===== config.mk =====
export PLATFORM = sky130hd
export DESIGN_NAME = coh_read_latch
export DESIGN_NICKNAME = d
export VERILOG_FILES = /design/src/rtl/coh_pkg.sv /design/src/rtl/coh_addr_decode.sv /design/src/rtl/coh_live_mux.sv /design/src/rtl/coh_freeze_slot.sv /design/src/rtl/coh_read_latch.sv
export SDC_FILE = /design/constraint.sdc
export NUM_CORES = 1
export LEC_CHECK = 0
export BUFFER_PORTS_ARGS = -buffer_cell sky130_fd_sc_hd__buf_2
export CAP_MARGIN = 20
export CELL_PAD_IN_SITES_DETAIL_PLACEMENT = 0
export CELL_PAD_IN_SITES_GLOBAL_PLACEMENT = 2
export CORE_UTILIZATION = 22
export DETAILED_ROUTE_END_ITERATION = 8
export GPL_TIMING_DRIVEN = 0
export PLACE_DENSITY = 0.86
export SLEW_MARGIN = 20
export SYNTH_ARGS = -nofsm -noshare
export SYNTH_HDL_FRONTEND = slang
export SYNTH_SLANG_ARGS = --single-unit
export TNS_END_PERCENT = 5

===== constraint.sdc =====
create_clock -name clk -period 1.3 [get_ports clk]
set_clock_uncertainty 0.05 [all_clocks]
set_input_delay 0.13 -clock clk [delete_from_list [all_inputs] [get_ports clk]]
set_output_delay 0.13 -clock clk [all_outputs]
set_load 0.005 [all_outputs]

===== src/rtl/coh_pkg.sv =====
package coh_pkg;

  typedef logic [7:0] byte_t;

  // Classification of one read strobe
  typedef enum logic [1:0] {
    ACC_NONE = 2'd0,
    ACC_LOW  = 2'd1,
    ACC_HIGH = 2'd2,
    ACC_VOID = 2'd3
  } acc_kind_e;

endpackage


===== src/rtl/coh_addr_decode.sv =====
module coh_addr_decode
  import coh_pkg::*;
#(
  parameter int NUM_REGS = 6,
  parameter int ADDR_W   = 4,
  localparam int IDX_W   = ADDR_W - 1
) (
  input  logic              rd_en,
  input  logic [ADDR_W-1:0] rd_addr,
  output acc_kind_e         kind,
  output logic [IDX_W-1:0]  idx
);

  logic in_range;

  assign idx      = rd_addr[ADDR_W-1:1];
  assign in_range = (int'(idx) < NUM_REGS);

  always_comb begin
    if (!rd_en)          kind = ACC_NONE;
    else if (!in_range)  kind = ACC_VOID;
    else if (rd_addr[0]) kind = ACC_HIGH;
    else                 kind = ACC_LOW;
  end

endmodule


===== src/rtl/coh_live_mux.sv =====
module coh_live_mux
  import coh_pkg::*;
#(
  parameter int NUM_REGS = 6,
  parameter int IDX_W    = 3,
  localparam int SLOTS   = 1 << IDX_W
) (
  input  logic [NUM_REGS*16-1:0] live_flat,
  input  logic [IDX_W-1:0]       idx,
  output byte_t                  live_lo,
  output byte_t                  live_hi
);

  logic [15:0] padded [SLOTS];

  // Pad the table to the full index range so any index selects a defined word
  for (genvar g = 0; g < SLOTS; g++) begin : g_pad
    if (g < NUM_REGS) begin : g_real
      assign padded[g] = live_flat[g*16 +: 16];
    end else begin : g_zero
      assign padded[g] = 16'h0000;
    end
  end

  assign live_lo = padded[idx][7:0];
  assign live_hi = padded[idx][15:8];

endmodule


===== src/rtl/coh_freeze_slot.sv =====
module coh_freeze_slot
  import coh_pkg::*;
#(
  parameter int IDX_W = 3
) (
  input  logic             clk,
  input  logic             rst,
  input  acc_kind_e        kind,
  input  logic [IDX_W-1:0] idx,
  input  byte_t            live_hi,
  input  logic             hit,
  output logic             slot_valid,
  output logic [IDX_W-1:0] slot_idx,
  output byte_t            slot_byte
);

  always_ff @(posedge clk) begin
    if (rst) begin
      slot_valid <= 1'b0;
      slot_idx   <= '0;
      slot_byte  <= '0;
    end else begin
      unique case (kind)
        ACC_LOW: begin
          // arm or move the slot onto this register
          slot_valid <= 1'b1;
          slot_idx   <= idx;
          slot_byte  <= live_hi;
        end
        ACC_HIGH: begin
          if (hit) slot_valid <= 1'b0;
        end
        default: ;
      endcase
    end
  end

endmodule


===== src/rtl/coh_read_latch.sv =====
module coh_read_latch
  import coh_pkg::*;
#(
  parameter int NUM_REGS = 6,
  parameter int ADDR_W   = 4
) (
  input  logic                   clk,
  input  logic                   rst,
  input  logic [NUM_REGS*16-1:0] live_flat,
  input  logic                   rd_en,
  input  logic [ADDR_W-1:0]      rd_addr,
  output logic                   rd_valid,
  output logic [7:0]             rd_data
);

  localparam int IDX_W = ADDR_W - 1;

  acc_kind_e        kind;
  logic [IDX_W-1:0] idx;
  byte_t            live_lo;
  byte_t            live_hi;
  logic             slot_valid;
  logic [IDX_W-1:0] slot_idx;
  byte_t            slot_byte;
  logic             hit;

  coh_addr_decode #(.NUM_REGS(NUM_REGS), .ADDR_W(ADDR_W)) dec_i (
    .rd_en   (rd_en),
    .rd_addr (rd_addr),
    .kind    (kind),
    .idx     (idx)
  );

  coh_live_mux #(.NUM_REGS(NUM_REGS), .IDX_W(IDX_W)) mux_i (
    .live_flat (live_flat),
    .idx       (idx),
    .live_lo   (live_lo),
    .live_hi   (live_hi)
  );

  assign hit = slot_valid && (slot_idx == idx);

  coh_freeze_slot #(.IDX_W(IDX_W)) slot_i (
    .clk        (clk),
    .rst        (rst),
    .kind       (kind),
    .idx        (idx),
    .live_hi    (live_hi),
    .hit        (hit),
    .slot_valid (slot_valid),
    .slot_idx   (slot_idx),
    .slot_byte  (slot_byte)
  );

  // Registered read response
  always_ff @(posedge clk) begin
    if (rst) begin
      rd_valid <= 1'b0;
      rd_data  <= '0;
    end else begin
      rd_valid <= rd_en;
      unique case (kind)
        ACC_LOW:  rd_data <= live_lo;
        ACC_HIGH: rd_data <= hit ? slot_byte : live_hi;
        ACC_VOID: rd_data <= 8'h00;
        default:  ;
      endcase
    end
  end

endmodule


# Word-level counts from Yosys, hierarchy flattened

Cells that the tools add are included.

Magnitude comparators: 2
Eq/ne operators: 5
Mux-type cells: 10
Bitwise gates (word level): 1
Reductions and logical operators: 4

Operators with widths:

| kind                                           | count |
|---|---|
| binary-select mux 16 bit (select 3 bit)        | 1 |
| 2-to-1 mux 16 bit                              | 2 |
| case mux 8 bit (3 select lines)                | 1 |
| 2-to-1 mux 8 bit                               | 1 |
| 2-to-1 mux 2 bit                               | 3 |
| == test 2 bit (second input constant)          | 2 |
| >= comparator 4 bit (second input constant)    | 1 |
| NOT 3 -> 4 bit                                 | 1 |
| == test 3 bit                                  | 1 |
| < comparator 3 bit (second input constant)     | 1 |
| nonzero test 3 bit                             | 1 |
| == test 2 x 1 -> 1 bit (second input constant) | 1 |
| != test 2 bit (second input constant)          | 1 |
| case mux 1 bit (2 select lines)                | 1 |
| AND reduction 2 bit                            | 1 |
| nonzero test 2 bit                             | 1 |
| logical AND 1 bit                              | 1 |
| 2-to-1 mux 1 bit                               | 1 |

Register bits: 21
Input port bits: 103
Output and inout port bits: 9
Logic and storage cells: 27

# Logic depth before layout (Yosys ltp)

Gate-level depths: netlist of the first run.

Depth after elaboration: 6
Mapped depth: 7
Mapped depth without buffers: 4

# Hierarchy

Synthesis of the first run repeated with hierarchy kept, for this count alone.

Cells, all modules: 226
Area total of the unflattened synthesis: 2006.9 µm²

By module, submodules not included:

| module          | times used | cells each | area an instance (µm²) | seq. area each (µm²) |
|---|---|---|---|---|
| coh_live_mux    | 1          | 95         | 862.1                  | 0.0 |
| coh_read_latch  | 1          | 70         | 675.6                  | 180.2 |
| coh_freeze_slot | 1          | 54         | 424.2                  | 240.2 |
| coh_addr_decode | 1          | 7          | 45.0                   | 0.0 |

# Worst setup path before layout of the first run

No wires, ideal clock.

Kind: input-to-reg
Start: in rd_addr[1]
End: reg rd_data[0]
Library setup time: 0.150 ns
Arrival: 1.149 ns
Data required time: 1.100 ns
Path slack: -0.049 ns
Stages on the path: 5
Path buffers: 1
Cell sequence: buf_6 > mux4_2 > nor2b_1 > o21bai_2 > a41oi_2

Cells in the longest elaborated chain, start to end: 6
Elaborated cells on any way between the ends: 15

Ends and longest elaborated chain:

| item                                                                       | RTL line             | RTL |
|---|---|---|
| from (decl)                                                                | coh_read_latch.sv:11 | `input logic [ADDR_W-1:0] rd_addr,` |
| parallel branches: the longest is 6 deep, another holds < comparator 3 bit | n/a                  |  |
| to (signal assigned)                                                       | coh_read_latch.sv:63 | `ACC_LOW: rd_data <= live_lo;` |
| to (signal assigned)                                                       | coh_read_latch.sv:64 | `ACC_HIGH: rd_data <= hit ? slot_byte : live_hi;` |
| to (decl)                                                                  | coh_read_latch.sv:13 | `output logic [7:0] rd_data` |

Parallel ways; which one is timed is not known. The select of a mux whose other input is x is not followed.
A chain may end at the register's enable or synchronous reset.

# Worst setup path after layout of the first run

Start: reg slot_i.slot_idx[1]
End: reg rd_data[0]

Cells in the longest elaborated chain, start to end: 4

Ends and longest elaborated chain:

| item                            | RTL line              | RTL |
|---|---|---|
| from (decl)                     | coh_freeze_slot.sv:13 | `output logic [IDX_W-1:0] slot_idx,` |
| from (signal assigned)          | coh_freeze_slot.sv:27 | `slot_idx <= idx;` |
| == test 3 bit                   | coh_read_latch.sv:41  | `assign hit = slot_valid && (slot_idx == idx);` |
| logical AND 1 bit               | coh_read_latch.sv:41  |  |
| 2-to-1 mux 8 bit                | coh_read_latch.sv:64  |  |
| case mux 8 bit (3 select lines) | coh_read_latch.sv:62  | `unique case (kind)` |

No other way between the ends.

==> results.toml, run 1 <==
[floorplan]
start_util_pct = 23.01
die_w_um = 95.16
core_um2 = 8299
ioPinCount = 112
die_y_um = 95.16
rows = 33
die_area_um2 = 9055

[global_routing]
grt_pass1_vias = 1810
grt_max_degree = 13
antenna_found_initial = 0
grt_use_total_pct = 12.56
grt_overflow_total = 0
grt_pass1_wl_um = 8763

[detailed_routing]
ant_nets = 0
first_pass_iters = 6
topRoutingLayerUsed = "met4"
wl_met1_um = 2596
dr_wl_met2_um = 2791
dr_wl_met3_um = 407
vias = 1930
avgRoutedWirePerCell_um = 14.08
dr.first_iter.drc_count = 49
drc = 0
postRouteWirelength_um = 5842
avgViaCountPerCell = 4.651

[setup_path]
crit_fanout = 8
cp.arrival_ns = 1.32
end_kind = "flop"
r2r_start = "slot_i.slot_idx[1]"
rrSetupSlack_ns = 0.04
critical_path_class = "flop to flop"
reg2regPathDepth = 5
worstReg2RegEnd = "rd_data[0]"
worst_ep_required_time_ns = 1.36
start_kind = "flop"

[logic_synthesis]
yosysSeqAreaShare_pct = 22.02
synth_area_leaders = "dfxtp_1 (22%), mux2i_1 (18%), mux4_2 (9.4%), nor2_1 (7.1%), a41oi_2 (6.8%)"
netlist.area_leader.share_pct = 22.02
syn-mean-instance-area_um2 = 9.692
synth_top_area_cell = "dfxtp_1"
synth_edf_count = 0
yosysWarningCount = 0
syn_area_um2 = 1909
syn_inst = 197
synth_seq_cells = 21
syn_nets = 300
synthArstFlopShare_pct = 0
synth_flop_cell = "dfxtp_1"
yosysUniqueCellTypes = 29

[min_path]
hold_depth = 3
hp-start = "rst"
whs_endpoint = "rd_data[6]"
min_path_type = "input pin to flop"

[clocking]
clockBufferDepth = 2
cts-root-buf = "clkbuf_8"
clk_latency_ns = 0.26
cts.htree.levels = 1
cts_buffers = 3
cts_tree = "yes"
clk_pin_slew_ns = 0.07
clock_sinks = 21

[layout]
drive_above_1_share_pct = 55.16
utilization_pct = 32.50
diodes = 0
synthToLayoutAreaGrowth_pct = 41.28
most-common-layout-cells = "buf_2 (114), nor2_1 (36), mux2i_1 (35), dfxtp_1 (18)"
fin_nets = 414
layout_commonest_cell = "buf_2"

[pwr]
ir_drop_v = 0.0003061
power_density_nw_per_um2 = 662.8
leakage_uw = 0.001209
totalPowerFinal_uw = 1788

[timing]
rsz0062_at_grt = "true"
period_minus_slack_ns = 1.257
finalCritPeriodShare_pct = 96.69
fmax_ghz = 0.7956
setup_viol = 0
relSlewSlack_pct = 61.60
drv_slew = 0
finalHoldViolations = 0
tightest_slew_ns = 0.5760

[placement]
portBuffers = 108
post-dp-hpwl_um = 4768
gpl.final_weighted_congestion = 0.7794

[outcome]
run_status = "finished clean"

[run]
drv_cap = 0
## per-stage QoR
stage          setup TNS (ns)  setup WS [ns]  cells  instance area, um2  hold slack (ns)
2_1_floorplan        -0.01787      -0.002234    197                1938           0.2626
3_3_place_gp           -3.216        -0.3845    410                2610           0.3790
3_5_place_dp           -3.391        -0.4065    410                2610           0.3866
4_1_cts                     0       0.003384    415                2665           0.1077
5_1_grt             -0.002226      -0.002226    415                2698           0.1149
6_report                    0        0.04304    415                2698           0.1089
## where the power goes
| group | total (uW) | internal [uW] | switching [uW] |
|---|---|---|---|
| Combinational | 651 | 360 | 291 |
| Sequential | 710 | 685 | 24.7 |
| Clock | 427 | 213 | 213 |
| Total | 1790 | 1260 | 529 |
## sequential cells by signal, indices dropped and copies added, names as in the netlist
register,cells
rd_data,8
slot_i.slot_byte,8
slot_i.slot_idx,3
slot_i.slot_valid,1
rd_valid,1
## synthesized netlist by cell type, types with 2 or more instances
cell type / count
buf_4: 4
buf_2: 6
nand3_1: 8
o22ai_2: 2
o22ai_1: 6
buf_12: 2
o21bai_1: 8
dfxtp_1: 21
nor2b_1: 9
clkbuf_1: 3
nand2b_1: 2
a211oi_2: 2
buf_6: 4
o211ai_1: 8
o21bai_2: 8
a41oi_2: 8
mux2i_1: 35
mux4_2: 8
nor2_1: 36
a211oi_1: 7
xnor2_1: 2
## what timing repair did
action | in CTS | in global routing
hold buffers | 0 | 0
pin swaps | 5 | 5
buffers inserted | 1 | 0
hold endpoints to repair | 0 | 0
setup endpoints to repair | 8 | 8
resized for setup | 1 | 8
## logic make-up (layout without fill, tap and decap cells)
kind of cell	count (synthesis)	in the layout	synth area share [%]
AO/OA/AOI/OAI	49	49	25.16
AND/OR/NAND/NOR	61	61	14.88
multiplexers	43	43	27.79
buffers and inverters	20	133	8.388
flip-flops	21	21	22.02
XOR/XNOR	3	3	1.770
## area by class of cell
cell class,count,area (um2)
fill,896,5602
clock inverter,1,5.005
multi-input combinational,156,1364
sequential,21,424.2
tap,105,131.4
clock buffer,3,41.29
buffer,20,180.2
timing repair buffer,109,551.8
## worst max path at each step
| stage | startpoint | endpoint | slack, ns |
|---|---|---|---|
| 2_1_floorplan | rd_addr[1] | rd_data[0] | -0.002 |
| 3_3_place_gp | rd_addr[3] | rd_data[1] | -0.38 |
| 3_5_place_dp | rd_addr[3] | rd_data[0] | -0.41 |
| 4_1_cts | slot_i.slot_idx[2] | rd_data[0] | 0.003 |
| 5_1_grt | slot_i.slot_idx[2] | rd_data[1] | -0.002 |
| 6_report | slot_i.slot_idx[1] | rd_data[0] | 0.04 |
## critical path: stages (launching register included)
cell      delay (ns)
dfxtp_2         0.34
xnor2_2         0.14
nand4_1         0.13
buf_6           0.16
o211ai_1        0.15
a41oi_2         0.15
## layer usage
layer / track usage, % / vias to the layer above
li1: - / 968
met1: 16.03 / 884
met2: 22.74 / 74
met3: 1.116 / 4
met4: 2.652 / 0
met5: 0 / -
Power figures use the tool's default switching activity.
==> inputs of run 2 (changes only) <==
BUFFER_PORTS_ARGS = unset   (was -buffer_cell sky130_fd_sc_hd__buf_2)
CELL_PAD_IN_SITES_DETAIL_PLACEMENT = unset   (was 0)
CELL_PAD_IN_SITES_GLOBAL_PLACEMENT = unset   (was 2)
CORE_UTILIZATION = 44   (was 22)
DONT_BUFFER_PORTS = 1   (was unset)
PLACE_DENSITY = 0.68   (was 0.86)
clock period = 1.25 ns   (was 1.3 ns; I/O delays follow)
==> run 2 against run 1 <==
Power shrank 2.9%. Worst setup slack worse by 0.041 ns. Global-route usage up 8.9 points. Fmax increased by 0.74%. Clock-buffer cell count is the same. Combinational power decreased by 18%. First-iteration DRC count decreased by 35%.
==> results.toml, run 2 (synthesis results as in run 1) <==
[outcome]
run_status = "finished clean"

[global_routing]
grt_use_total_pct = 21.49
grt_pass1_vias = 1423
grt_max_degree = 13
grt_overflow_total = 0
grt_pass1_wl_um = 7162
antenna_found_initial = 0

[layout]
layout_commonest_cell = "nor2_1"
drive_above_1_share_pct = 32.35
nFillCells = 403
fin_nets = 308
diodes = 0
synthToLayoutAreaGrowth_pct = 12.58
reg.largest.list = "rd_data (8), slot_i.slot_byte (8), slot_i.slot_idx (3)"
most-common-layout-cells = "nor2_1 (36), mux2i_1 (35), dfxtp_1 (18)"

[clocking]
clk_latency_ns = 0.26
cts-root-buf = "clkbuf_8"
cts.htree.levels = 1
cts_tree = "yes"
cts_buffers = 3
clockBufferDepth = 2
clock_sinks = 21
clk_pin_slew_ns = 0.09

[timing]
tightest_slew_ns = 0.6194
rsz0062_at_grt = "true"
drv_slew = 0
setup_viol = 0
finalCritPeriodShare_pct = 99.82
relSlewSlack_pct = 58.70
fmax_ghz = 0.8014
finalHoldViolations = 0
period_minus_slack_ns = 1.248
worst_slack_ns = 0.002244

[placement]
gpl.final_weighted_congestion = 0.7756
place_ws_ns = -0.3228
portBuffers = 0
post-dp-hpwl_um = 3638

[pwr]
ir_drop_v = 0.0006704
power_density_nw_per_um2 = 807.5
pwr-share-comb_pct = 30.6
p_sw_share_pct = 30.24
sequentialPowerShare_pct = 42.7
leakage_uw = 0.0008154
pwr-share-clk_pct = 26.7
switching_power_uw = 524.9
p_int_uw = 1211
totalPowerFinal_uw = 1736

[detailed_routing]
dr.first_iter.drc_count = 32
ant_nets = 0
vias = 1557
avgRoutedWirePerCell_um = 19.17
avgViaCountPerCell = 6.130
postRouteWirelength_um = 4869
drc = 0
first_pass_iters = 4

[floorplan]
ioPinCount = 112
die_area_um2 = 4607
core_um2 = 4086
start_util_pct = 46.72
die_y_um = 67.88
die_w_um = 67.88
rows = 23

[setup_path]
critical_path_class = "flop to flop"
worst_ep_required_time_ns = 1.38
end_kind = "flop"
start_kind = "flop"
cp.arrival_ns = 1.38
crit_fanout = 5

[min_path]
min_path_type = "input pin to flop"

[run]
drv_cap = 0
run 2: cell count changes in the layout (fill, tap and decap cells not counted):
cell | before | now
nor2b_4 | 0 | 8
buf_2 | 114 | 6
and4_1 | 1 | 0
nand3_2 | 0 | 1
nand3_1 | 8 | 7
buf_6 | 5 | 6
buf_8 | 1 | 0
dlygate4sd3_1 | 0 | 1
and4_4 | 0 | 1
buf_4 | 2 | 3
nor2b_2 | 8 | 0
run 2: cell type report:
cell class                      instances  area, um2  share of cell area (%)
Clock inverter                          1      5.005                  0.2328
Buffer                                 20      172.7                   8.033
Timing Repair Buffer                    3      32.53                   1.513
Clock buffer                            3      41.29                   1.921
Multi-Input combinational cell        156       1411                   65.66
Sequential cell                        21      424.2                   19.73
Tap cell                               50      62.56                   2.910
run 2: stage by stage:
stage / setup TNS, ns / hold WS [ns] / area [um2] / util (%) / cells
2_1_floorplan: -0.2042 / 0.2576 / 1978 / - / 197
5_1_grt: -0.3421 / 0.05937 / 2150 / 52.60 / 254
3_5_place_dp: -3.101 / 0.2706 / 2041 / 49.94 / 247
4_1_cts: -0.02863 / 0.06029 / 2138 / 52.33 / 254
6_report: 0 / 0.05783 / 2150 / 52.60 / 254
3_3_place_gp: -2.762 / 0.2626 / 2041 / 49.94 / 247
run 2: worst paths after layout:
kind | slack [ns] | start | to | cells after the start
worst max-delay path | 0.002 | slot_i.slot_idx[1] | rd_data[5] | 5
worst min-delay path | 0.06 | rd_addr[0] | rd_data[3] | 2
worst max register to register | 0.002 | slot_i.slot_idx[1] | rd_data[5] | 5
worst min register to register | 0.46 | slot_i.slot_byte[4] | slot_i.slot_byte[4] | 2
run 2: critical path, stage by stage, from the launching register on:
cell	delay [ns]
dfxtp_2	0.34
xnor2_2	0.13
and4_4	0.26
buf_6	0.13
nand3_2	0.08
a41oi_2	0.18
run 2: power groups by stage:
| stage | sequential [uW] | clock, uW | combinational, uW |
|---|---|---|---|
| floorplan | 748 | 0 | 440 |
| global placement | 754 | 0 | 513 |
| detailed placement | 755 | 0 | 520 |
| CTS | 742 | 458 | 533 |
| global route | 747 | 506 | 577 |
| finish | 742 | 463 | 531 |
run 2: timing repair:
item / CTS / global route
setup buffers: 1 / 0
cloned: 1 / 0
hold endpoints to repair: 1 / 0
endpoints found under the setup margin: 8 / 8
hold buffers: 1 / 0
pin swaps: 9 / 5
resized for setup: 8 / 3
run 2: layer usage:
layer	share of wire [%]	routed length [um]	global-route usage, %
met1	44	2161	28.12
met5	0	0	0
met2	47	2310	37.62
met3	7.6	372	2.500
met4	0.51	25	4.688
